File: src/rtl/wdsr_pkg.sv
package wdsr_pkg;

  // Sequencer states: counting, frozen, resonator settling, slow-edge delay
  typedef enum logic [1:0] {
    ST_RUN    = 2'd0,
    ST_HALT   = 2'd1,
    ST_SETTLE = 2'd2,
    ST_DELAY  = 2'd3
  } wdsr_state_e;

endpackage

File: src/rtl/wdsr_edge.sv
module wdsr_edge (
  input  logic clk,
  input  logic rst_n,
  input  logic level,
  output logic edge_pulse
);

  logic lvl_q;
  logic lvl_d;

  always_comb begin
    lvl_d = level;
  end

  always_ff @(posedge clk or negedge rst_n) begin
    if (!rst_n) begin
      lvl_q <= 1'b0;
    end else begin
      lvl_q <= lvl_d;
    end
  end

  // Only a low-to-high transition qualifies, so a complete slow period is counted once
  assign edge_pulse = level & ~lvl_q;

endmodule

File: src/rtl/wdsr_seq.sv
module wdsr_seq
  import wdsr_pkg::*;
#(
  parameter int unsigned EXP0         = 10,
  parameter int unsigned EXP1         = 12,
  parameter int unsigned EXP2         = 15,
  parameter int unsigned EXP3         = 17,
  parameter int unsigned RESUME_TICKS = 8
) (
  input  logic       clk,
  input  logic       rst_n,
  input  logic       stop_req,
  input  logic       stop_release,
  input  logic       xtal_main,
  input  logic [1:0] stab_sel,
  input  logic       slow_edge,
  output logic       run_ok
);

  // EXP3 is the longest settling choice and sizes the down-counter
  localparam int unsigned STAB_W = EXP3;
  localparam int unsigned DLY_W  = $clog2(RESUME_TICKS + 1);
  localparam logic [STAB_W-1:0] LOAD0 = STAB_W'((64'd1 << EXP0) - 64'd1);
  localparam logic [STAB_W-1:0] LOAD1 = STAB_W'((64'd1 << EXP1) - 64'd1);
  localparam logic [STAB_W-1:0] LOAD2 = STAB_W'((64'd1 << EXP2) - 64'd1);
  localparam logic [STAB_W-1:0] LOAD3 = STAB_W'((64'd1 << EXP3) - 64'd1);
  localparam logic [DLY_W-1:0]  DLY_LAST = DLY_W'(RESUME_TICKS - 1);

  wdsr_state_e       st_q, st_d;
  logic [STAB_W-1:0] settle_q, settle_d;
  logic [DLY_W-1:0]  dly_q, dly_d;
  logic [STAB_W-1:0] settle_load;

  always_comb begin
    case (stab_sel)
      2'd0:    settle_load = LOAD0;
      2'd1:    settle_load = LOAD1;
      2'd2:    settle_load = LOAD2;
      default: settle_load = LOAD3;
    endcase
  end

  always_comb begin
    st_d     = st_q;
    settle_d = settle_q;
    dly_d    = dly_q;
    case (st_q)
      ST_RUN: begin
        if (stop_req) st_d = ST_HALT;
      end
      ST_HALT: begin
        // a simultaneous stop request keeps the block halted
        if (stop_release && !stop_req) begin
          if (xtal_main) begin
            st_d     = ST_SETTLE;
            settle_d = settle_load;
          end else begin
            st_d  = ST_DELAY;
            dly_d = '0;
          end
        end
      end
      ST_SETTLE: begin
        if (stop_req) begin
          st_d = ST_HALT;
        end else if (settle_q == '0) begin
          st_d  = ST_DELAY;
          dly_d = '0;
        end else begin
          settle_d = settle_q - 1'b1;
        end
      end
      ST_DELAY: begin
        if (stop_req) begin
          st_d = ST_HALT;
        end else if (slow_edge) begin
          if (dly_q == DLY_LAST) st_d = ST_RUN;
          else                   dly_d = dly_q + 1'b1;
        end
      end
      default: st_d = ST_HALT;
    endcase
  end

  always_ff @(posedge clk or negedge rst_n) begin
    if (!rst_n) begin
      st_q     <= ST_RUN;
      settle_q <= '0;
      dly_q    <= '0;
    end else begin
      st_q     <= st_d;
      settle_q <= settle_d;
      dly_q    <= dly_d;
    end
  end

  assign run_ok = (st_q == ST_RUN);

endmodule

File: src/rtl/wdsr_count.sv
module wdsr_count #(
  parameter int unsigned CNT_W   = 8,
  parameter int unsigned TOP_VAL = 255
) (
  input  logic             clk,
  input  logic             rst_n,
  input  logic             run_ok,
  input  logic             stop_req,
  input  logic             sw_clear,
  input  logic             src_sel,
  input  logic             periph_tick,
  input  logic             slow_edge,
  output logic [CNT_W-1:0] count,
  output logic             overflow
);

  localparam logic [CNT_W-1:0] TOP = CNT_W'(TOP_VAL);

  logic [CNT_W-1:0] cnt_q, cnt_d;
  logic             ovf_q, ovf_d;
  logic             src_q, src_d;
  logic             live;
  logic             tick;

  // a stop request takes effect in its own cycle
  assign live = run_ok & ~stop_req;
  assign tick = src_q ? slow_edge : periph_tick;

  always_comb begin
    cnt_d = cnt_q;
    ovf_d = 1'b0;
    src_d = src_q;
    if (live && sw_clear) begin
      cnt_d = '0;
      src_d = src_sel;
    end else if (live && tick) begin
      if (cnt_q == TOP) begin
        cnt_d = '0;
        ovf_d = 1'b1;
      end else begin
        cnt_d = cnt_q + 1'b1;
      end
    end
  end

  always_ff @(posedge clk or negedge rst_n) begin
    if (!rst_n) begin
      cnt_q <= '0;
      ovf_q <= 1'b0;
      src_q <= 1'b0;
    end else begin
      cnt_q <= cnt_d;
      ovf_q <= ovf_d;
      src_q <= src_d;
    end
  end

  assign count    = cnt_q;
  assign overflow = ovf_q;

endmodule

File: src/rtl/wdog_stop_resume.sv
module wdog_stop_resume #(
  parameter int unsigned CNT_W        = 8,
  parameter int unsigned TOP_VAL      = 255,
  parameter int unsigned EXP0         = 10,
  parameter int unsigned EXP1         = 12,
  parameter int unsigned EXP2         = 15,
  parameter int unsigned EXP3         = 17,
  parameter int unsigned RESUME_TICKS = 8
) (
  input  logic             clk,
  input  logic             rst_n,
  input  logic             slow_clk_en,
  input  logic             periph_tick,
  input  logic             src_sel,
  input  logic             stop_req,
  input  logic             stop_release,
  input  logic             xtal_main,
  input  logic [1:0]       stab_sel,
  input  logic             sw_clear,
  output logic [CNT_W-1:0] count,
  output logic             overflow,
  output logic             running
);

  logic rst_meta_n;
  logic rst_sync_n;
  logic slow_edge;
  logic run_ok;

  // asynchronous assertion, synchronous release
  always_ff @(posedge clk or negedge rst_n) begin
    if (!rst_n) begin
      rst_meta_n <= 1'b0;
      rst_sync_n <= 1'b0;
    end else begin
      rst_meta_n <= 1'b1;
      rst_sync_n <= rst_meta_n;
    end
  end

  wdsr_edge i_edge (
    .clk        (clk),
    .rst_n      (rst_sync_n),
    .level      (slow_clk_en),
    .edge_pulse (slow_edge)
  );

  wdsr_seq #(
    .EXP0         (EXP0),
    .EXP1         (EXP1),
    .EXP2         (EXP2),
    .EXP3         (EXP3),
    .RESUME_TICKS (RESUME_TICKS)
  ) i_seq (
    .clk          (clk),
    .rst_n        (rst_sync_n),
    .stop_req     (stop_req),
    .stop_release (stop_release),
    .xtal_main    (xtal_main),
    .stab_sel     (stab_sel),
    .slow_edge    (slow_edge),
    .run_ok       (run_ok)
  );

  wdsr_count #(
    .CNT_W   (CNT_W),
    .TOP_VAL (TOP_VAL)
  ) i_count (
    .clk         (clk),
    .rst_n       (rst_sync_n),
    .run_ok      (run_ok),
    .stop_req    (stop_req),
    .sw_clear    (sw_clear),
    .src_sel     (src_sel),
    .periph_tick (periph_tick),
    .slow_edge   (slow_edge),
    .count       (count),
    .overflow    (overflow)
  );

  assign running = run_ok;

endmodule

File: config.mk
export PLATFORM = sky130hd
export DESIGN_NAME = wdog_stop_resume
export DESIGN_NICKNAME = d
export VERILOG_FILES = /design/src/rtl/wdsr_pkg.sv /design/src/rtl/wdsr_edge.sv /design/src/rtl/wdsr_seq.sv /design/src/rtl/wdsr_count.sv /design/src/rtl/wdog_stop_resume.sv
export SDC_FILE = /design/constraint.sdc
export NUM_CORES = 1
export LEC_CHECK = 0
export BUFFER_PORTS_ARGS = -buffer_cell sky130_fd_sc_hd__buf_2
export CAP_MARGIN = 20
export CORE_MARGIN = 1
export CORE_UTILIZATION = 63
export CTS_CLUSTER_DIAMETER = 40
export DETAILED_ROUTE_END_ITERATION = 8
export HOLD_SLACK_MARGIN = 0.1
export PLACE_DENSITY = 0.93
export SLEW_MARGIN = 20
export SYNTH_ARGS = -nofsm -noshare
export SYNTH_HDL_FRONTEND = slang
export SYNTH_SLANG_ARGS = --single-unit
File: constraint.sdc
create_clock -name clk -period 3.4 [get_ports clk]
set_input_delay 0.17 -clock clk [delete_from_list [all_inputs] [get_ports clk]]
set_output_delay 0.17 -clock clk [all_outputs]
set_load 0.01 [all_outputs]
-- Word-level counts from Yosys, hierarchy flattened
Cells that the tools add are included.
Widths: inputs -> output; s select.
- flip-flop bits (word level): 36
- bits of input ports: 11
- output and inout bits: 10
- word-level logic and storage cells: 79
- $add $sub $neg: 3
- eq/ne operators: 20
- multiplexer cells: 30
- bitwise gates (word level): 4
- reduce and logical (&&, ||, !) cells: 13
- operator list (kind ; number):
    $mux 17 ; 4
    $pmux 17 s3 ; 1
    $pmux 17 s2 ; 1
    $mux 4 ; 7
    $mux 8 ; 3
    $logic_not 17->1 ; 1
    $sub 17x1->17 const B ; 1
    $ne 2x2->1 const B ; 8
    $mux 2 ; 7
    $pmux 4 s3 ; 1
    $reduce_and 5->1 ; 2
    $add 8x1->8 const B ; 1
    $eq 8x8->1 const B ; 1
    $pmux 2 s4 ; 1
    $reduce_and 8->1 ; 1
    $eq 2x2->1 const B ; 3
    $ne 3x2->1 const B ; 2
    $mux 1 ; 5
    $add 4x1->4 const B ; 1
    $eq 2x1->1 const B ; 2
    $eq 4x3->1 const B ; 1
    $logic_not 2->1 ; 2
    $ne 2x1->1 const B ; 2
    $reduce_bool 2->1 ; 2
    other kinds (6) ; 10

-- Longest topological paths before layout
- depth after elaboration: 6
- mapped depth: 8

-- By module
A second synthesis with hierarchy kept.
- cells, all modules: 239
- area, all modules: 2277.2 µm²
- modules (own cells, without submodules) (module ; times used ; cells each ; area an instance (µm²)):
    wdsr_seq ; 1 ; 182 ; 1627.8
    wdsr_count ; 1 ; 52 ; 556.8
    wdog_stop_resume ; 1 ; 3 ; 53.8
    wdsr_edge ; 1 ; 2 ; 38.8

-- Worst setup path before layout
No wires, ideal clock.
- kind: register to register
- from: register i_seq.settle_q[0]
- to: register i_seq.settle_q[10]
- arrival: 1756 ps
- required time: 3279 ps
- path slack: 1523 ps
- cell stages (with the launch flop): 8
- buffers on the path: 1
- period minus slack after synthesis: 1877 ps
- cell sequence: dfrtp_1 > inv_1 > ha_1 > nor4b_2 > nand4_4 > o21a_1 > buf_2 > a22o_1
- longest elaborated chain between the ends: 4
- ends and longest elaborated chain (element ; line ; text):
    start: declaration ; wdsr_seq.sv:30 ; logic [STAB_W-1:0] settle_q, settle_d;
    start signal: assignment ; wdsr_seq.sv:92 ; settle_q <= settle_d;
    $sub 17x1->17 ; wdsr_seq.sv:70 ; settle_d = settle_q - 1'b1;
    $mux 17 ; wdsr_seq.sv:66 ; end else if (settle_q == '0) begin
    $mux 17 ; wdsr_seq.sv:64 ; if (stop_req) begin
    $pmux 17 s2 ; wdsr_seq.sv:47 ; case (st_q)
Parallel ways exist; a longest one is shown, timed or not. The select of a mux whose other input is x is not followed.
A chain may end at the register's enable or synchronous reset.

-- Final worst setup path
- from: register i_seq.settle_q[0]
- to: register i_seq.settle_q[11]
The elaborated chain is that of the path after synthesis.

==> results.sh <==
export IMPL_status="complete, no violations"
export IMPL_syn_area_per_cell_sq_um=9.37
export IMPL_clkLatencyLatePin_ns=0.35
export IMPL_grt_max_degree=31
export IMPL_grt_pass1_vias=1662
export IMPL_io_buffers=20
export IMPL_ys_flop_type="dfrtp_1"
export IMPL_dr_pass1_iters=4
export IMPL_antenna_found_initial=0
export IMPL_muxShareOfSynthArea_pct=0.477
export IMPL_critPathLaunchType="flip-flop"
export IMPL_yosys_area_share_simple_pct=30.9
export IMPL_ys_top_cells_by_count="dfrtp_1 (36), nand2_1 (31), a21oi_1 (16), nor2_1 (16), nand4_1 (9)"
export IMPL_drc=0
export IMPL_final_max_slew_viol_count=0
export IMPL_grt_pass1_wl_mm=7.51
export IMPL_synth_area_leaders="dfrtp_1 (43%), nand2_1 (5.5%), a21oi_1 (3.8%)"
export IMPL_tns_ns=0
export IMPL_yosysMostFrequentCell="dfrtp_1"
export IMPL_drt_initial_drc_count=172
export IMPL_min_period_ns=2.10
export IMPL_numCtsBuffers=5
export IMPL_grt_setup_unrepaired="no"
export IMPL_yosysWarnings=0
export IMPL_place_gp_congestion=0.875
export IMPL_drt_total_wl_mm=4.44
export IMPL_fmax_mhz=477
export IMPL_cts_tree="built"
export IMPL_async_flop_share_pct=100
export IMPL_final_setup_viol_count=0
export IMPL_synth_compound_area_share_pct=17.2
export IMPL_ctsRootBufferMaster="clkbuf_4"
export IMPL_avgViaCountPerCell=6.20
export IMPL_dieArea_sq_mm=0.00357
export IMPL_overflow=0
export IMPL_dpl_cell_count=279
export IMPL_start_util_pct=67.6
export IMPL_ant_nets=0
export IMPL_synth_xor_area_share_pct=3.34
export IMPL_period_share_pct=61.7
export IMPL_instances_no_fill=292
export IMPL_hold_viol=0
export IMPL_hp_class="primary input to asynchronous set/reset pin"
export IMPL_syn_nets=238
export IMPL_crit_slowest_cell="dfrtp_1"
export IMPL_yosysTopAreaCell="dfrtp_1"
export IMPL_route_vias_total=1809
export IMPL_cts_htree_levels=2
export IMPL_hpwlAfterDp_mm=3.04
export IMPL_crit_fanout=11
export IMPL_core_area_sq_mm=0.00310
export IMPL_worst_path_buf_inv=1
export IMPL_drive_above_1_share_pct=16.1
export IMPL_finClkSkew_ns=0.0180
export IMPL_leakage_nw=0.989
export IMPL_die_h_um=59.7
export IMPL_num_antenna_cells=0
export IMPL_cp_required_ns=3.65
export IMPL_synth_top_family_by_area="simple AND/OR/NAND/NOR gates"
export IMPL_maxSlewHeadroom_pct=46.7
export IMPL_ir_drop_mv=0.487
export IMPL_rows=20
export IMPL_cts_sinks=36
export IMPL_path_class="flip-flop to flip-flop"
export IMPL_synthAdderAreaFrac_pct=1.79
export IMPL_synth_edf_count=0
export IMPL_syn_to_final_growth_pct=11.5
export IMPL_crit_arrival_ns=2.35
export IMPL_die_w_um=59.7
export IMPL_synth_cell_types=55
export IMPL_crit_family="compound AO/OA/AOI/OAI gates"
export IMPL_power_density_mw_per_mm2=513
export IMPL_path_clk_slew_ns=0.12
export IMPL_slowest_delay_ns=0.44
export IMPL_syn_area_sq_mm=0.00210
export IMPL_setup_worst_path_end_class="flip-flop"
export IMPL_drv_cap=0
export IMPL_fin_nets=261
export IMPL_yosysSeqAreaShare_pct=42.9
export IMPL_clockBufferDepth=2
export IMPL_cts_setup_buffers=0
export IMPL_tightest_slew_ns=0.796
export IMPL_synth_top_area_share_pct=42.9
export IMPL_fin_area_sq_mm=0.00234
export IMPL_io_pins=21
export IMPL_critPathMostFrequentCell="o21a_1"
export IMPL_dpl_cell_area_sq_mm=0.00221
export IMPL_synth_seq_cells=36
export IMPL_track_usage_pct=28.4
export IMPL_wl_per_cell_um=15.2
export IMPL_netlist_instances=224
export IMPL_crit_chain="inv_1 > ha_1 > nor4b_2 > nand4_4 > o21a_1 > o21a_1 > o21a_1"
-- repair_timing --
| item | 4_1_cts | 5_1_grt |
|---|---|---|
| hold endpoints to repair | 11 | 0 |
| hold buffers | 5 | 0 |
| endpoints found under the setup margin | 0 | 0 |
| resized for setup | 0 | 0 |
-- power breakdown --
| group | internal, mW | switching, mW | leakage (nW) | total [mW] |
|---|---|---|---|---|
| Sequential | 0.504 | 0.122 | 0.406 | 0.626 |
| Clock | 0.153 | 0.151 | 0.0412 | 0.304 |
| Combinational | 0.124 | 0.146 | 0.541 | 0.271 |
| Total | 0.782 | 0.419 | 0.989 | 1.20 |
-- state kept, by name, summed over array words and instances, names as in the netlist --
name,count
i_seq.settle_q,17
i_count.count,8
i_seq.dly_q,4
i_seq.st_q,2
i_count.overflow,1
i_count.src_q,1
i_edge.lvl_q,1
rst_meta_n,1
rst_sync_n,1
-- cell families (layout without fill, tap and decap cells) --
group / Yosys count / after routing
AND/OR/NAND/NOR: 108 / 108
buffers and inverters: 14 / 38
XOR/XNOR: 8 / 8
flip-flops: 36 / 36
other: 1 / 1
adder cells (fa/ha/maj): 3 / 3
multiplexers: 1 / 1
AO/OA/AOI/OAI: 53 / 53
-- area by class of cell --
cell class | count | area, sq um
Clock buffer | 5 | 37.5
Clock inverter | 3 | 42.5
Fill cell | 235 | 763
Inverter | 4 | 15.0
Multi-Input combinational cell | 174 | 1130
Sequential cell | 36 | 901
Tap cell | 44 | 55.1
Timing Repair Buffer | 26 | 158
-- worst paths after layout --
path	depth (start not counted)	to	startpoint	slack, ns
setup / recovery	7	i_seq.settle_q[11]	i_seq.settle_q[0]	1.30
hold / removal	2	rst_meta_n	rst_n	0.14
setup reg to reg	7	i_seq.settle_q[11]	i_seq.settle_q[0]	1.30
hold reg to reg	1	i_count.count[1]	rst_sync_n	0.29
max in group asynchronous	1	i_seq.st_q[1]	rst_sync_n	2.60
min in group clk	3	i_seq.st_q[1]	stop_release	0.14
-- metal layers --
layer  wire [um]  GRT usage [%]  vias to the layer above  part of all wire, %
li1            -              -                      873                    -
met1        2000           37.2                      860                   45
met2        2080           45.6                       66                   47
met3         264           8.01                       10                  5.9
met4          87           8.97                        0                  2.0
met5           0              0                        -                    0
-- layout by cell type, fill, tap and decap left out, types with 2 or more instances in the layout --
| master | instances |
|---|---|
| a21oi_1 | 16 |
| a22o_1 | 3 |
| a31oi_1 | 6 |
| a32o_1 | 3 |
| and2_1 | 4 |
| and3_1 | 5 |
| buf_2 | 20 |
| clkbuf_4 | 5 |
| dfrtp_1 | 36 |
| dlygate4sd3_1 | 5 |
| ha_1 | 3 |
| inv_1 | 4 |
| nand2_1 | 31 |
| nand2b_1 | 2 |
| nand3_1 | 5 |
| nand3b_1 | 4 |
| nand4_1 | 9 |
| nand4b_1 | 3 |
| nor2_1 | 16 |
| nor2b_1 | 2 |
| nor3_1 | 8 |
| nor4_1 | 3 |
| nor4_4 | 2 |
| o21a_1 | 3 |
| o21ai_0 | 4 |
| o21ai_1 | 4 |
| o22ai_1 | 3 |
| o31ai_1 | 2 |
| or3_1 | 2 |
| xor2_1 | 7 |
-- stage by stage --
step	setup WS (ns)	util, %	power, mW	hold slack [ns]
global placement	1.38	71.2	0.879	-0.0441
global route	1.14	75.4	1.27	0.127
finish	1.30	75.4	1.20	0.136
CTS	1.31	75.4	1.20	0.120
floorplan	1.52	-	0.809	-0.126
detailed placement	1.33	71.2	0.893	-0.0428
Power figures use the tool's default switching activity.
